File: src/rtl/ebc_pkg.sv
package ebc_pkg;

    typedef enum logic [2:0] {
        PH_IDLE    = 3'd0,
        PH_ADDR    = 3'd1,
        PH_HOLD    = 3'd2,
        PH_DATA    = 3'd3,
        PH_RECOVER = 3'd4
    } phase_e;

    typedef struct packed {
        logic wide;   // 1 = 16-bit data path
        logic mux;    // 1 = address shares the low lanes
    } bus_mode_t;

endpackage

File: src/rtl/ebc_region_decode.sv
module ebc_region_decode
    import ebc_pkg::*;
#(
    parameter int                       AW      = 20,
    parameter int                       NUM_CS  = 3,
    parameter logic [NUM_CS*AW-1:0]     CS_BASE = '0,
    parameter logic [NUM_CS*AW-1:0]     CS_MASK = '0,
    parameter logic [NUM_CS-1:0]        CS_WIDE = '0,
    parameter logic [NUM_CS-1:0]        CS_MUX  = '0
) (
    input  logic [AW-1:0]     addr,
    output logic [NUM_CS-1:0] hit,
    output bus_mode_t         mode
);

    logic [NUM_CS-1:0] raw_match;

    for (genvar g = 0; g < NUM_CS; g++) begin : g_region
        assign raw_match[g] =
            ((addr & CS_MASK[g*AW +: AW]) == CS_BASE[g*AW +: AW]);
    end

    // Lowest index wins; no match falls back to 16-bit multiplexed.
    always_comb begin
        logic taken;
        taken     = 1'b0;
        hit       = '0;
        mode.wide = 1'b1;
        mode.mux  = 1'b1;
        for (int i = 0; i < NUM_CS; i++) begin
            if (raw_match[i] && !taken) begin
                taken     = 1'b1;
                hit[i]    = 1'b1;
                mode.wide = CS_WIDE[i];
                mode.mux  = CS_MUX[i];
            end
        end
    end

endmodule

File: src/rtl/ebc_lane_drive.sv
module ebc_lane_drive
    import ebc_pkg::*;
#(
    parameter int AW     = 20,
    parameter int LANE_W = 8,
    localparam int DW    = 2 * LANE_W
) (
    input  phase_e            phase,
    input  bus_mode_t         mode,
    input  logic              write,
    input  logic [AW-1:0]     addr,
    input  logic [DW-1:0]     wide_data,   // data for the 16-bit lanes
    input  logic [LANE_W-1:0] byte_data,   // data for the low lane, 8-bit bus
    input  logic [LANE_W-1:0] hi_internal, // internal high byte, 8-bit demux
    output logic [DW-1:0]     ad_out,
    output logic [1:0]        ad_oe
);

    logic active;
    logic addr_phase;

    assign active     = (phase == PH_ADDR) || (phase == PH_HOLD) || (phase == PH_DATA);
    assign addr_phase = (phase == PH_ADDR) || (phase == PH_HOLD);

    always_comb begin
        ad_out = '0;
        ad_oe  = 2'b00;
        if (active) begin
            if (mode.wide) begin
                if (mode.mux && addr_phase) begin
                    ad_oe  = 2'b11;
                    ad_out = addr[DW-1:0];
                end else if (write) begin
                    ad_oe  = 2'b11;
                    ad_out = wide_data;
                end
            end else begin
                ad_oe[1]             = 1'b1;
                ad_out[DW-1:LANE_W]  = mode.mux ? addr[DW-1:LANE_W] : hi_internal;
                if (mode.mux && addr_phase) begin
                    ad_oe[0]             = 1'b1;
                    ad_out[LANE_W-1:0]   = addr[LANE_W-1:0];
                end else if (write) begin
                    ad_oe[0]             = 1'b1;
                    ad_out[LANE_W-1:0]   = byte_data;
                end
            end
        end
    end

endmodule

File: src/rtl/ext_bus_ctrl.sv
module ext_bus_ctrl
    import ebc_pkg::*;
#(
    parameter int                   AW          = 20,
    parameter int                   LANE_W      = 8,
    parameter int                   NUM_CS      = 3,
    parameter int                   DATA_CYCLES = 2,
    parameter logic [NUM_CS*AW-1:0] CS_BASE     = {20'h20000, 20'h30000, 20'h00000},
    parameter logic [NUM_CS*AW-1:0] CS_MASK     = {20'hE0000, 20'hF0000, 20'hF0000},
    parameter logic [NUM_CS-1:0]    CS_WIDE     = 3'b001,
    parameter logic [NUM_CS-1:0]    CS_MUX      = 3'b100
) (
    input  logic              clk,
    input  logic              rst_n,
    input  logic              req_valid,
    input  logic              req_write,
    input  logic              req_word,
    input  logic [AW-1:0]     req_addr,
    input  logic [2*LANE_W-1:0] req_wdata,
    output logic              req_ready,
    output logic              done,
    output logic [2*LANE_W-1:0] rdata,
    output logic [AW-1:0]     bus_addr,
    output logic [2*LANE_W-1:0] ad_out,
    output logic [1:0]        ad_oe,
    input  logic [2*LANE_W-1:0] ad_in,
    output logic              ale,
    output logic              rd_n,
    output logic              wr_n,
    output logic [NUM_CS-1:0] cs_n
);

    localparam int DW    = 2 * LANE_W;
    localparam int CNT_W = (DATA_CYCLES > 1) ? $clog2(DATA_CYCLES) : 1;
    localparam logic [CNT_W-1:0] CNT_LAST = CNT_W'(DATA_CYCLES - 1);

    typedef struct packed {
        phase_e            ph;
        logic [CNT_W-1:0]  cnt;
        logic              write;
        logic              word;
        logic              split;
        logic              part;
        logic [AW-1:0]     addr;
        logic [DW-1:0]     wdata;
        logic [NUM_CS-1:0] sel;
        bus_mode_t         mode;
        logic [DW-1:0]     rdata;
        logic              done;
    } ctl_t;

    ctl_t ctl_d, ctl_q;

    logic [NUM_CS-1:0] dec_hit;
    bus_mode_t         dec_mode;
    logic              active;
    logic [DW-1:0]     wide_data;
    logic [LANE_W-1:0] byte_data;

    ebc_region_decode #(
        .AW      (AW),
        .NUM_CS  (NUM_CS),
        .CS_BASE (CS_BASE),
        .CS_MASK (CS_MASK),
        .CS_WIDE (CS_WIDE),
        .CS_MUX  (CS_MUX)
    ) i_decode (
        .addr (req_addr),
        .hit  (dec_hit),
        .mode (dec_mode)
    );

    assign wide_data = ctl_q.word ? ctl_q.wdata
                                  : {ctl_q.wdata[LANE_W-1:0], ctl_q.wdata[LANE_W-1:0]};
    assign byte_data = ctl_q.part ? ctl_q.wdata[DW-1:LANE_W] : ctl_q.wdata[LANE_W-1:0];

    ebc_lane_drive #(
        .AW     (AW),
        .LANE_W (LANE_W)
    ) i_lanes (
        .phase       (ctl_q.ph),
        .mode        (ctl_q.mode),
        .write       (ctl_q.write),
        .addr        (ctl_q.addr),
        .wide_data   (wide_data),
        .byte_data   (byte_data),
        .hi_internal (ctl_q.wdata[DW-1:LANE_W]),
        .ad_out      (ad_out),
        .ad_oe       (ad_oe)
    );

    always_comb begin
        ctl_d      = ctl_q;
        ctl_d.done = 1'b0;
        unique case (ctl_q.ph)
            PH_IDLE: begin
                if (req_valid) begin
                    ctl_d.ph    = PH_ADDR;
                    ctl_d.write = req_write;
                    ctl_d.word  = req_word;
                    ctl_d.split = req_word && !dec_mode.wide;
                    ctl_d.part  = 1'b0;
                    ctl_d.addr  = req_word ? {req_addr[AW-1:1], 1'b0} : req_addr;
                    ctl_d.wdata = req_wdata;
                    ctl_d.sel   = dec_hit;
                    ctl_d.mode  = dec_mode;
                    if (!req_write) begin
                        ctl_d.rdata = '0;
                    end
                end
            end
            PH_ADDR: begin
                ctl_d.ph = PH_HOLD;
            end
            PH_HOLD: begin
                ctl_d.ph  = PH_DATA;
                ctl_d.cnt = '0;
            end
            PH_DATA: begin
                if (ctl_q.cnt == CNT_LAST) begin
                    ctl_d.ph = PH_RECOVER;
                    if (!ctl_q.write) begin
                        if (ctl_q.mode.wide) begin
                            if (ctl_q.word) begin
                                ctl_d.rdata = ad_in;
                            end else begin
                                ctl_d.rdata[LANE_W-1:0] = ctl_q.addr[0] ? ad_in[DW-1:LANE_W]
                                                                        : ad_in[LANE_W-1:0];
                            end
                        end else if (ctl_q.part) begin
                            ctl_d.rdata[DW-1:LANE_W] = ad_in[LANE_W-1:0];
                        end else begin
                            ctl_d.rdata[LANE_W-1:0] = ad_in[LANE_W-1:0];
                        end
                    end
                end else begin
                    ctl_d.cnt = ctl_q.cnt + CNT_W'(1);
                end
            end
            PH_RECOVER: begin
                if (ctl_q.split && !ctl_q.part) begin
                    ctl_d.ph      = PH_ADDR;
                    ctl_d.part    = 1'b1;
                    ctl_d.addr[0] = 1'b1;
                end else begin
                    ctl_d.ph   = PH_IDLE;
                    ctl_d.done = 1'b1;
                end
            end
            default: begin
                ctl_d.ph = PH_IDLE;
            end
        endcase
    end

    always_ff @(posedge clk or negedge rst_n) begin
        if (!rst_n) begin
            ctl_q <= '0;
        end else begin
            ctl_q <= ctl_d;
        end
    end

    assign active    = (ctl_q.ph == PH_ADDR) || (ctl_q.ph == PH_HOLD) || (ctl_q.ph == PH_DATA);
    assign req_ready = (ctl_q.ph == PH_IDLE);
    assign done      = ctl_q.done;
    assign rdata     = ctl_q.rdata;
    assign bus_addr  = ctl_q.addr;
    assign ale       = (ctl_q.ph == PH_ADDR);
    assign rd_n      = !((ctl_q.ph == PH_DATA) && !ctl_q.write);
    assign wr_n      = !((ctl_q.ph == PH_DATA) && ctl_q.write);
    assign cs_n      = ~(ctl_q.sel & {NUM_CS{active}});

endmodule

File: config.mk
export PLATFORM = sky130hd
export DESIGN_NAME = ext_bus_ctrl
export DESIGN_NICKNAME = d
export VERILOG_FILES = /design/src/rtl/ebc_pkg.sv /design/src/rtl/ebc_region_decode.sv /design/src/rtl/ebc_lane_drive.sv /design/src/rtl/ext_bus_ctrl.sv
export SDC_FILE = /design/constraint.sdc
export NUM_CORES = 1
export LEC_CHECK = 0
export ABC_AREA = 1
export CORE_MARGIN = 3
export CORE_UTILIZATION = 40
export CTS_BUF_LIST = sky130_fd_sc_hd__clkbuf_8 sky130_fd_sc_hd__clkbuf_16
export DETAILED_ROUTE_END_ITERATION = 10
export GPL_ROUTABILITY_DRIVEN = 0
export PLACE_DENSITY = 0.81
export SLEW_MARGIN = 20
export SYNTH_ARGS = -nofsm -noshare
export SYNTH_HDL_FRONTEND = slang
export SYNTH_SLANG_ARGS = --single-unit
File: constraint.sdc
create_clock -name clk -period 3.4 [get_ports clk]
set_input_delay 0.68 -clock clk [delete_from_list [all_inputs] [get_ports clk]]
set_output_delay 0.68 -clock clk [all_outputs]
set_load 0.01 [all_outputs]
==> results.ini, run 1 <==
[global_routing]
grt_max_degree = 52
gr-usage-met1_pct = 24.6
met3_usage_pct = 4.78
grt_pass1_vias = 3692
grt_pass1_wl_um = 17700
met2_usage_pct = 35.1
grt_overflow_total = 0
grt_util_all_layers_pct = 20.1
busiest_layer = met2
antenna_found_initial = 0

[route]
remaining_drc_errors = 0
drtAntennaViolNets = 0
vias = 3735
drt-total-wl_um = 10800
wire_per_inst_um = 14.8
via_per_inst = 5.10
drt_iter0_markers = 228
drt_first_pass_iters = 5

[die]
core_um2 = 9280
die-area_um2 = 10800
ios = 119
rows = 35
start_util_pct = 41.5
die_w_um = 104
die_y_um = 104

[finish]
area.growth.synth_to_final_pct = 30.8
mostFrequentLayoutCell = nand2_1
num_antenna_cells = 0
final_util_pct = 54.2
layout.nets = 656
final_cell_mix = nand2_1 (181), clkdlybuf4s50_1 (117), dfrtp_1 (66)
nFillCells = 893
drive_gt1_share_pct = 6.47
fin_cells = 732

[sta]
min_period_ns = 3.21
fmax_ghz = 0.312
rsz0062_at_grt = no
final_hold_viol_count = 0
relSlewSlack_pct = 58.5
whs_ns = 0.346
setup_viol = 0
tightest_slew_ns = 0.622
clock_skew_ns = 0.00486
slew_viol_final = 0
finalCritPeriodShare_pct = 94.3
setup_tns_ns = 0

[yosys]
netlist_area_um2 = 3850
synth_top_area_share_pct = 42.9
synth_top_family_by_area = simple AND/OR/NAND/NOR gates
synth_compound_area_share_pct = 13.5
yosys-top-cells-area = dfrtp_1 (43%), nand2_1 (18%), buf_4 (8.0%)
ys_types = 24
ys_ff_latch = 66
synthMuxAreaShare_pct = 0
yosys_warnings = 0
synthCells = 527
synth-xor-area-share_pct = 0
synthSimpleGateAreaFrac_pct = 28.8
ys_seq_area_share_pct = 42.9
avgSynthCellArea_um2 = 7.31
syn_nets = 584
synth.largest_area_cell = dfrtp_1
synth_fa_ha_area_share_pct = 0

[setup_path]
arrival_ns = 2.53
worst-path-buf-inv = 2
critical_path.max_stage_delay_ns = 0.61
reg2reg_slack_ns = 1.43
worstSetupStartpoint = ctl_q[65]
r2r_start = ctl_q[18]
end_kind = output pin
criticalPathCategory = reg2out
critical_path.cell_chain = inv_2 -> nand3_1 -> nand2_2 -> nand2_4 -> nand4_1 -> a21oi_1 -> clkdlybuf4s50_1
reg2regPathDepth = 6
startpoint_type = flip-flop
required_ns = 2.72
r2r_end = rdata[4]
critPathMaxFanout = 19
cp_top_family = simple AND/OR/NAND/NOR gates
cp_slowest_cell = clkdlybuf4s50_1

[pwr]
cellPowerDensity_nw_per_um2 = 992
total_power_mw = 4.99
vdd_drop_max_uv = 448
p_leak_nw = 2.38

[clocking]
cts_tree = built
root_buffer = clkbuf_8
cts_buffer_depth = 2
post_cts_buffers = 0
htreeDepth = 3
clock_latency_ns = 0.34
cts_buffers = 9
hold_buffers = 0
clkTransAtPathRegs_ns = 0.07
cts_sinks = 66

[place]
hpwlAfterDp_um = 7890
place_inst = 717
portBuffers = 118

[run]
cap_violations = 0

[status]
outcome = complete, no violations

[worst_hold_path]
min_path_type = in2async

==> kinds of logic (layout without fill, tap and decap cells) <==
kind of cell           count (synthesis)  after routing
AND/OR/NAND/NOR                      256            256
buffers and inverters                108            184
AO/OA/AOI/OAI                         97             97
flip-flops                            66             66
==> registers in the layout, indices dropped and copies added (netlist names) <==
signal / flops
ctl_q: 29
bus_addr: 20
done: 1
rdata: 16
==> worst max-delay path by stage <==
stage	end	slack [ns]	depth (start not counted)
CTS	ad_out[10]	0.13	8
global placement	ad_out[10]	0.58	8
finish	ad_out[1]	0.19	7
floorplan	ad_out[8]	1.40	6
global route	ad_out[10]	0.07	8
detailed placement	ad_out[10]	0.50	8
==> Yosys cell counts (all sizes together) <==
| cell type | instances |
|---|---|
| inv | 44 |
| o21a | 2 |
| nand3b | 8 |
| a21boi | 1 |
| a21oi | 26 |
| buf | 52 |
| o211ai | 1 |
| nand2 | 188 |
| a31oi | 9 |
| o21ai | 58 |
| nand3 | 31 |
| clkinv | 1 |
| nor2 | 22 |
| dfrtp | 66 |
| clkbuf | 11 |
| nand4 | 7 |
==> through the flow <==
stage	cell area, um2	setup slack, ns
floorplan	3850	1.40
global placement	4840	0.576
detailed placement	4840	0.504
CTS	5030	0.125
global route	5030	0.0707
finish	5030	0.193
==> worst reg2reg max path, cell delays in order, from the launching register on <==
cell	delay, ns
dfrtp_1	0.45
buf_4	0.36
nand3_1	0.46
o21ai_0	0.37
nor2_1	0.07
nand3_1	0.09
nand2_1	0.06
==> final cells by class <==
cell class,instances,area (um2),area share [%]
flip-flops and latches,66,1650,32.8
multi-input cells,353,1630,32.4
repair buffers,124,1240,24.6
inverters,45,169,3.35
well taps,129,161,3.21
clock buffers,10,138,2.73
clock inverters,5,47.5,0.944
==> per-layer routing <==
metal  vias to the layer above  part of all wire, %
met5                         -                    0
met4                         0                  1.9
met3                        22                  7.7
met2                       191                   49
met1                      1732                   42
li1                       1790                    -
==> where the power goes <==
part	switching, mW	leakage [nW]	internal (mW)
combinational	1.64	1.44	1.25
sequential	0.326	0.835	1.13
clock	0.288	0.105	0.347
total	2.26	2.38	2.73
==> what timing repair did <==
| item | 4_1_cts | 5_1_grt |
|---|---|---|
| setup endpoints to repair | 0 | 3 |
| resized for setup | 0 | 1 |
| endpoints found under the hold margin | 0 | 0 |
Power figures use the tool's default switching activity.
==> run 2: changes to the inputs <==
Settings changed: MAX_ROUTING_LAYER from default to met4, PLACE_DENSITY 0.81 to 0.69, SYNTH_HIERARCHICAL from default to 1.
==> run 2 against run 1 <==
Global-route usage decreased by 0.074 points; critical path depth stayed put; sequential share of layout area is 1.6 points lower; first-iteration DRC count grew 46%; hold slack about the same; die area up 6.2%; core utilization is 0.62 points lower; critical path type unchanged; highest routed layer unchanged.
==> results.ini, run 2 <==
[die]
die_w_um = 107
start_util_pct = 41.6
die-area_um2 = 11500
core_um2 = 9860
rows = 36
die_y_um = 107
ios = 119

[yosys]
synth_edf_count = 0
yosys_warnings = 6
synth.most_common_cell = nand2_1
netlist_area_um2 = 4100
syn_nets = 628
synthCells = 571
synth.largest_area_cell = dfrtp_1
ys_ff_latch = 66
yosys-top-cells-area = dfrtp_1 (40%), nand2_1 (20%), buf_4 (7.3%)
ys_types = 31
avgSynthCellArea_um2 = 7.19
synth_common_cells = nand2_1 (221), dfrtp_1 (66), inv_1 (42), buf_4 (40), o21ai_0 (37)
synth_top_area_share_pct = 40.3
ys.flop_type = dfrtp_1
ys_seq_area_share_pct = 40.3
async_flop_share_pct = 100

[sta]
clock_skew_ns = 0.00913
min_period_ns = 3.15
setup_tns_ns = 0
finalCritPeriodShare_pct = 92.6
relSlewSlack_pct = 59.6
fmax_ghz = 0.317
final_hold_viol_count = 0
rsz0062_at_grt = no
tightest_slew_ns = 0.606
setup_viol = 0
slew_viol_final = 0
setup_ws_ns = 0.250

[setup_path]
arrival_ns = 2.47
criticalPathCategory = reg2out
worst-path-buf-inv = 2
cp_slowest_cell = dfrtp_1
required_ns = 2.72
startpoint_type = flip-flop
critPathMaxFanout = 13
cp_top_family = buffers and inverters
end_kind = output pin
critical_path.cell_chain = nor2_1 -> nor2_4 -> nand2_2 -> clkinv_1 -> nand2_1 -> o21ai_1 -> clkdlybuf4s50_1
critical_path.max_stage_delay_ns = 0.59

[clocking]
hold_buffers = 0
root_buffer = clkbuf_8
clock_latency_ns = 0.34
clkTransAtPathRegs_ns = 0.08
htreeDepth = 3
cts_buffers = 9
post_cts_buffers = 0
cts_buffer_depth = 2
cts_tree = built
cts_resized = 0
cts_sinks = 66

[route]
drt_iter0_markers = 333
vias = 3856
drt_first_pass_iters = 5
drt-total-wl_um = 10900
wire_per_inst_um = 13.9
remaining_drc_errors = 0
via_per_inst = 4.91
drtAntennaViolNets = 0

[pwr]
p_sw_mw = 2.40
power_frac_seq_pct = 29.6
vdd_drop_max_uv = 368
cellPowerDensity_nw_per_um2 = 1000
p_leak_nw = 2.58
clkPwrFrac_pct = 14.1
total_power_mw = 5.29
switching_share_pct = 45.4
combPwrFrac_pct = 56.3
p_int_mw = 2.89

[global_routing]
grt_util_all_layers_pct = 20.0
grt_pass1_wl_um = 18000
grt_overflow_total = 0
grt_max_degree = 49
grt_pass1_vias = 3670
antenna_found_initial = 0

[finish]
drive_gt1_share_pct = 8.12
final_cell_mix = nand2_1 (221), clkdlybuf4s50_1 (117), dfrtp_1 (66)
largest_register_ff_count = 29
regArea_um2 = 1650
regMostFlops = ctl_q
area.growth.synth_to_final_pct = 28.9
mostFrequentLayoutCell = nand2_1
fin_cells = 786
num_antenna_cells = 0
multiInputGateArea_um2 = 1830
layout.nets = 705
nFillCells = 932

[run]
cap_violations = 0

[place]
portBuffers = 118
dp_slack_ns = 0.642
hpwlAfterDp_um = 8210
place_inst = 770

[worst_hold_path]
min_path_type = in2async

[status]
outcome = complete, no violations

run 2: cell types whose count changed in the layout (fill, tap and decap cells not counted), sizes merged, moves of 3 or more:
cell / before / now
a31oi: 9 / 1
inv: 46 / 49
mux2i: 0 / 7
nand2: 188 / 230
nand3b: 8 / 1
nand4: 7 / 0
nor2: 22 / 35
run 2: logic make-up after synthesis:
group / count (synthesis) / synth area share, %
AO/OA/AOI/OAI: 88 / 11.2
flip-flops: 66 / 40.3
AND/OR/NAND/NOR: 302 / 31.7
buffers and inverters: 108 / 15.1
multiplexers: 7 / 1.71
run 2: power by group through the flow:
stage               sequential (mW)  combinational (mW)  clock [mW]
finish                         1.57                2.98       0.748
detailed placement             1.57                2.98           0
global placement               1.56                2.93           0
CTS                            1.56                3.00       0.769
floorplan                      1.38                2.18           0
global route                   1.63                3.31       0.794
run 2: layout make-up:
type                       count  area share, %
tap                          133           3.15
clock inverter                 7           1.94
inverter                      50           3.60
timing repair buffer         124           23.1
multi-input combinational    397           34.6
sequential                    66           31.2
clock buffer                   9           2.34
run 2: worst paths after layout:
check	from	end	slack [ns]	cells past startpoint
min	rst_n	rdata[11]	0.35	1
min in group clk	rdata[8]	rdata[8]	0.47	2
min reg2reg	rdata[8]	rdata[8]	0.47	2
max reg2reg	ctl_q[64]	bus_addr[0]	1.36	8
max in group asynchronous	rst_n	ctl_q[29]	2.45	2
max	ctl_q[64]	ad_out[2]	0.25	7
run 2: per-layer routing:
metal	part of all wire [%]	wire [um]	up-vias	track usage [%]
li1	-	-	1923	-
met1	46	4980	1784	27.2
met4	0.80	87	0	4.75
met2	48	5270	141	31.9
met5	0	0	-	-
met3	5.1	553	8	2.70
run 2: through the flow:
| stage | util [%] | hold WS (ns) | cell area (um2) |
|---|---|---|---|
| after floorplan | - | 0.384 | 4100 |
| after global placement | 51.3 | 0.457 | 5060 |
| after detailed placement | 51.3 | 0.459 | 5060 |
| after CTS | 53.6 | 0.477 | 5290 |
| after global routing | 53.6 | 0.400 | 5290 |
| final | 53.6 | 0.346 | 5290 |
==> run 3: changes to the inputs <==
Settings changed: CAP_MARGIN from default to 20, MAX_ROUTING_LAYER met4 to default.
==> run 3 against run 2 <==
Critical path depth is the same; first-iteration DRC count shrank 25%; non-clock buffer count is the same; die area is the same; combinational power is essentially flat; flip-flop and latch count is the same; worst setup slack gained 0.0040 ns; via count shrank 1.1%; cell count is the same; hold slack lost 0.0023 ns; core utilization is the same; power is essentially flat; critical path type unchanged.
==> results.ini, run 3 (synthesis gave the netlist of run 2 again) <==
[route]
drtAntennaViolNets = 0
remaining_drc_errors = 0
drt_iter0_markers = 251
via_per_inst = 4.85
drt-total-wl_um = 10900
wire_per_inst_um = 13.8
vias = 3812
drt_first_pass_iters = 5

[pwr]
p_leak_nw = 2.58
cellPowerDensity_nw_per_um2 = 1000
total_power_mw = 5.29
vdd_drop_max_uv = 365

[clocking]
clkTransAtPathRegs_ns = 0.08
htreeDepth = 3
post_cts_buffers = 0
cts_tree = built
cts_sinks = 66
hold_buffers = 0
root_buffer = clkbuf_8
clock_latency_ns = 0.34
cts_resized = 0
cts_buffer_depth = 2
cts_buffers = 9

[global_routing]
grt_pass1_vias = 3673
met2_usage_pct = 31.9
busiest_layer = met2
grt_pass1_wl_um = 18000
met3_usage_pct = 3.18
gr-usage-met1_pct = 26.9
grt_util_all_layers_pct = 19.4
grt_max_degree = 49
antenna_found_initial = 0
grt_overflow_total = 0

[die]
start_util_pct = 41.6
rows = 36
die_w_um = 107
die_y_um = 107
die-area_um2 = 11500
ios = 119
core_um2 = 9860

[setup_path]
reg2reg_slack_ns = 1.36
cp_top_family = buffers and inverters
critical_path.max_stage_delay_ns = 0.59
reg2regPathDepth = 8
worst-path-buf-inv = 2
r2r_end = bus_addr[0]
required_ns = 2.72
critical_path.cell_chain = nor2_1 -> nor2_4 -> nand2_2 -> clkinv_1 -> nand2_1 -> o21ai_1 -> clkdlybuf4s50_1
arrival_ns = 2.47
startpoint_type = flip-flop
r2r_start = ctl_q[64]
criticalPathCategory = reg2out
cp_slowest_cell = dfrtp_1
end_kind = output pin
critPathMaxFanout = 13

[finish]
final_util_pct = 53.6
num_antenna_cells = 0
drive_gt1_share_pct = 8.12
fin_cells = 786
fin_area_um2 = 5290
mostFrequentLayoutCell = nand2_1
area.growth.synth_to_final_pct = 28.9
regMostFlops = ctl_q
layout.nets = 705
largest_register_ff_count = 29
final_cell_mix = nand2_1 (221), clkdlybuf4s50_1 (117), dfrtp_1 (66)

[sta]
setup_tns_ns = 0
slew_viol_final = 0
final_hold_viol_count = 0
fmax_ghz = 0.318
tightest_slew_ns = 0.606
min_period_ns = 3.15
setup_viol = 0
clock_skew_ns = 0.00886
setup_ws_ns = 0.254
finalCritPeriodShare_pct = 92.5
whs_ns = 0.343
rsz0062_at_grt = no
relSlewSlack_pct = 59.6

[status]
outcome = complete, no violations

[place]
place_inst = 770
portBuffers = 118
hpwlAfterDp_um = 8210
place_area_um2 = 5060
dp_slack_ns = 0.642

[worst_hold_path]
min_path_type = in2async

[run]
cap_violations = 0

[run 3: cell counts in the layout (fill, tap and decap cells not counted)]
Identical to the previous run, type by type.
[run 3: worst max path at each step]
stage,start,end,slack (ns),cells past startpoint
after floorplan,ctl_q[58],ad_out[0],1.45,6
after global placement,ctl_q[64],ad_out[2],0.72,7
after detailed placement,ctl_q[64],ad_out[2],0.64,7
after CTS,ctl_q[64],ad_out[2],0.25,7
after global routing,ctl_q[64],ad_out[2],0.05,7
final,ctl_q[64],ad_out[2],0.25,7
[run 3: power by group]
group / leakage, nW / switching [mW] / internal [mW]
sequential: 0.842 / 0.425 / 1.14
combinational: 1.63 / 1.65 / 1.33
clock: 0.110 / 0.330 / 0.419
[run 3: worst reg2reg max path, stage by stage, from the launching register on]
cell and delay (ns):
dfrtp_1 0.52, nor2_4 0.23, nand2_2 0.11, nor2_4 0.09, buf_4 0.27, buf_4 0.38, nand2_1 0.14, o21ai_1 0.12
nor2_1 0.07
[run 3: layer usage]
metal  vias up  wire, um
li1       1917         -
met1      1764      4940
met2       122      5240
met3         9       600
met4         0        97
met5         -         0
[run 3: cell type report]
type	count	area [um2]
Clock buffer	9	124
Clock inverter	7	103
Fill cell	932	4580
Sequential cell	66	1650
Tap cell	133	166
Timing Repair Buffer	124	1220
Inverter	50	190
Multi-Input combinational cell	397	1830
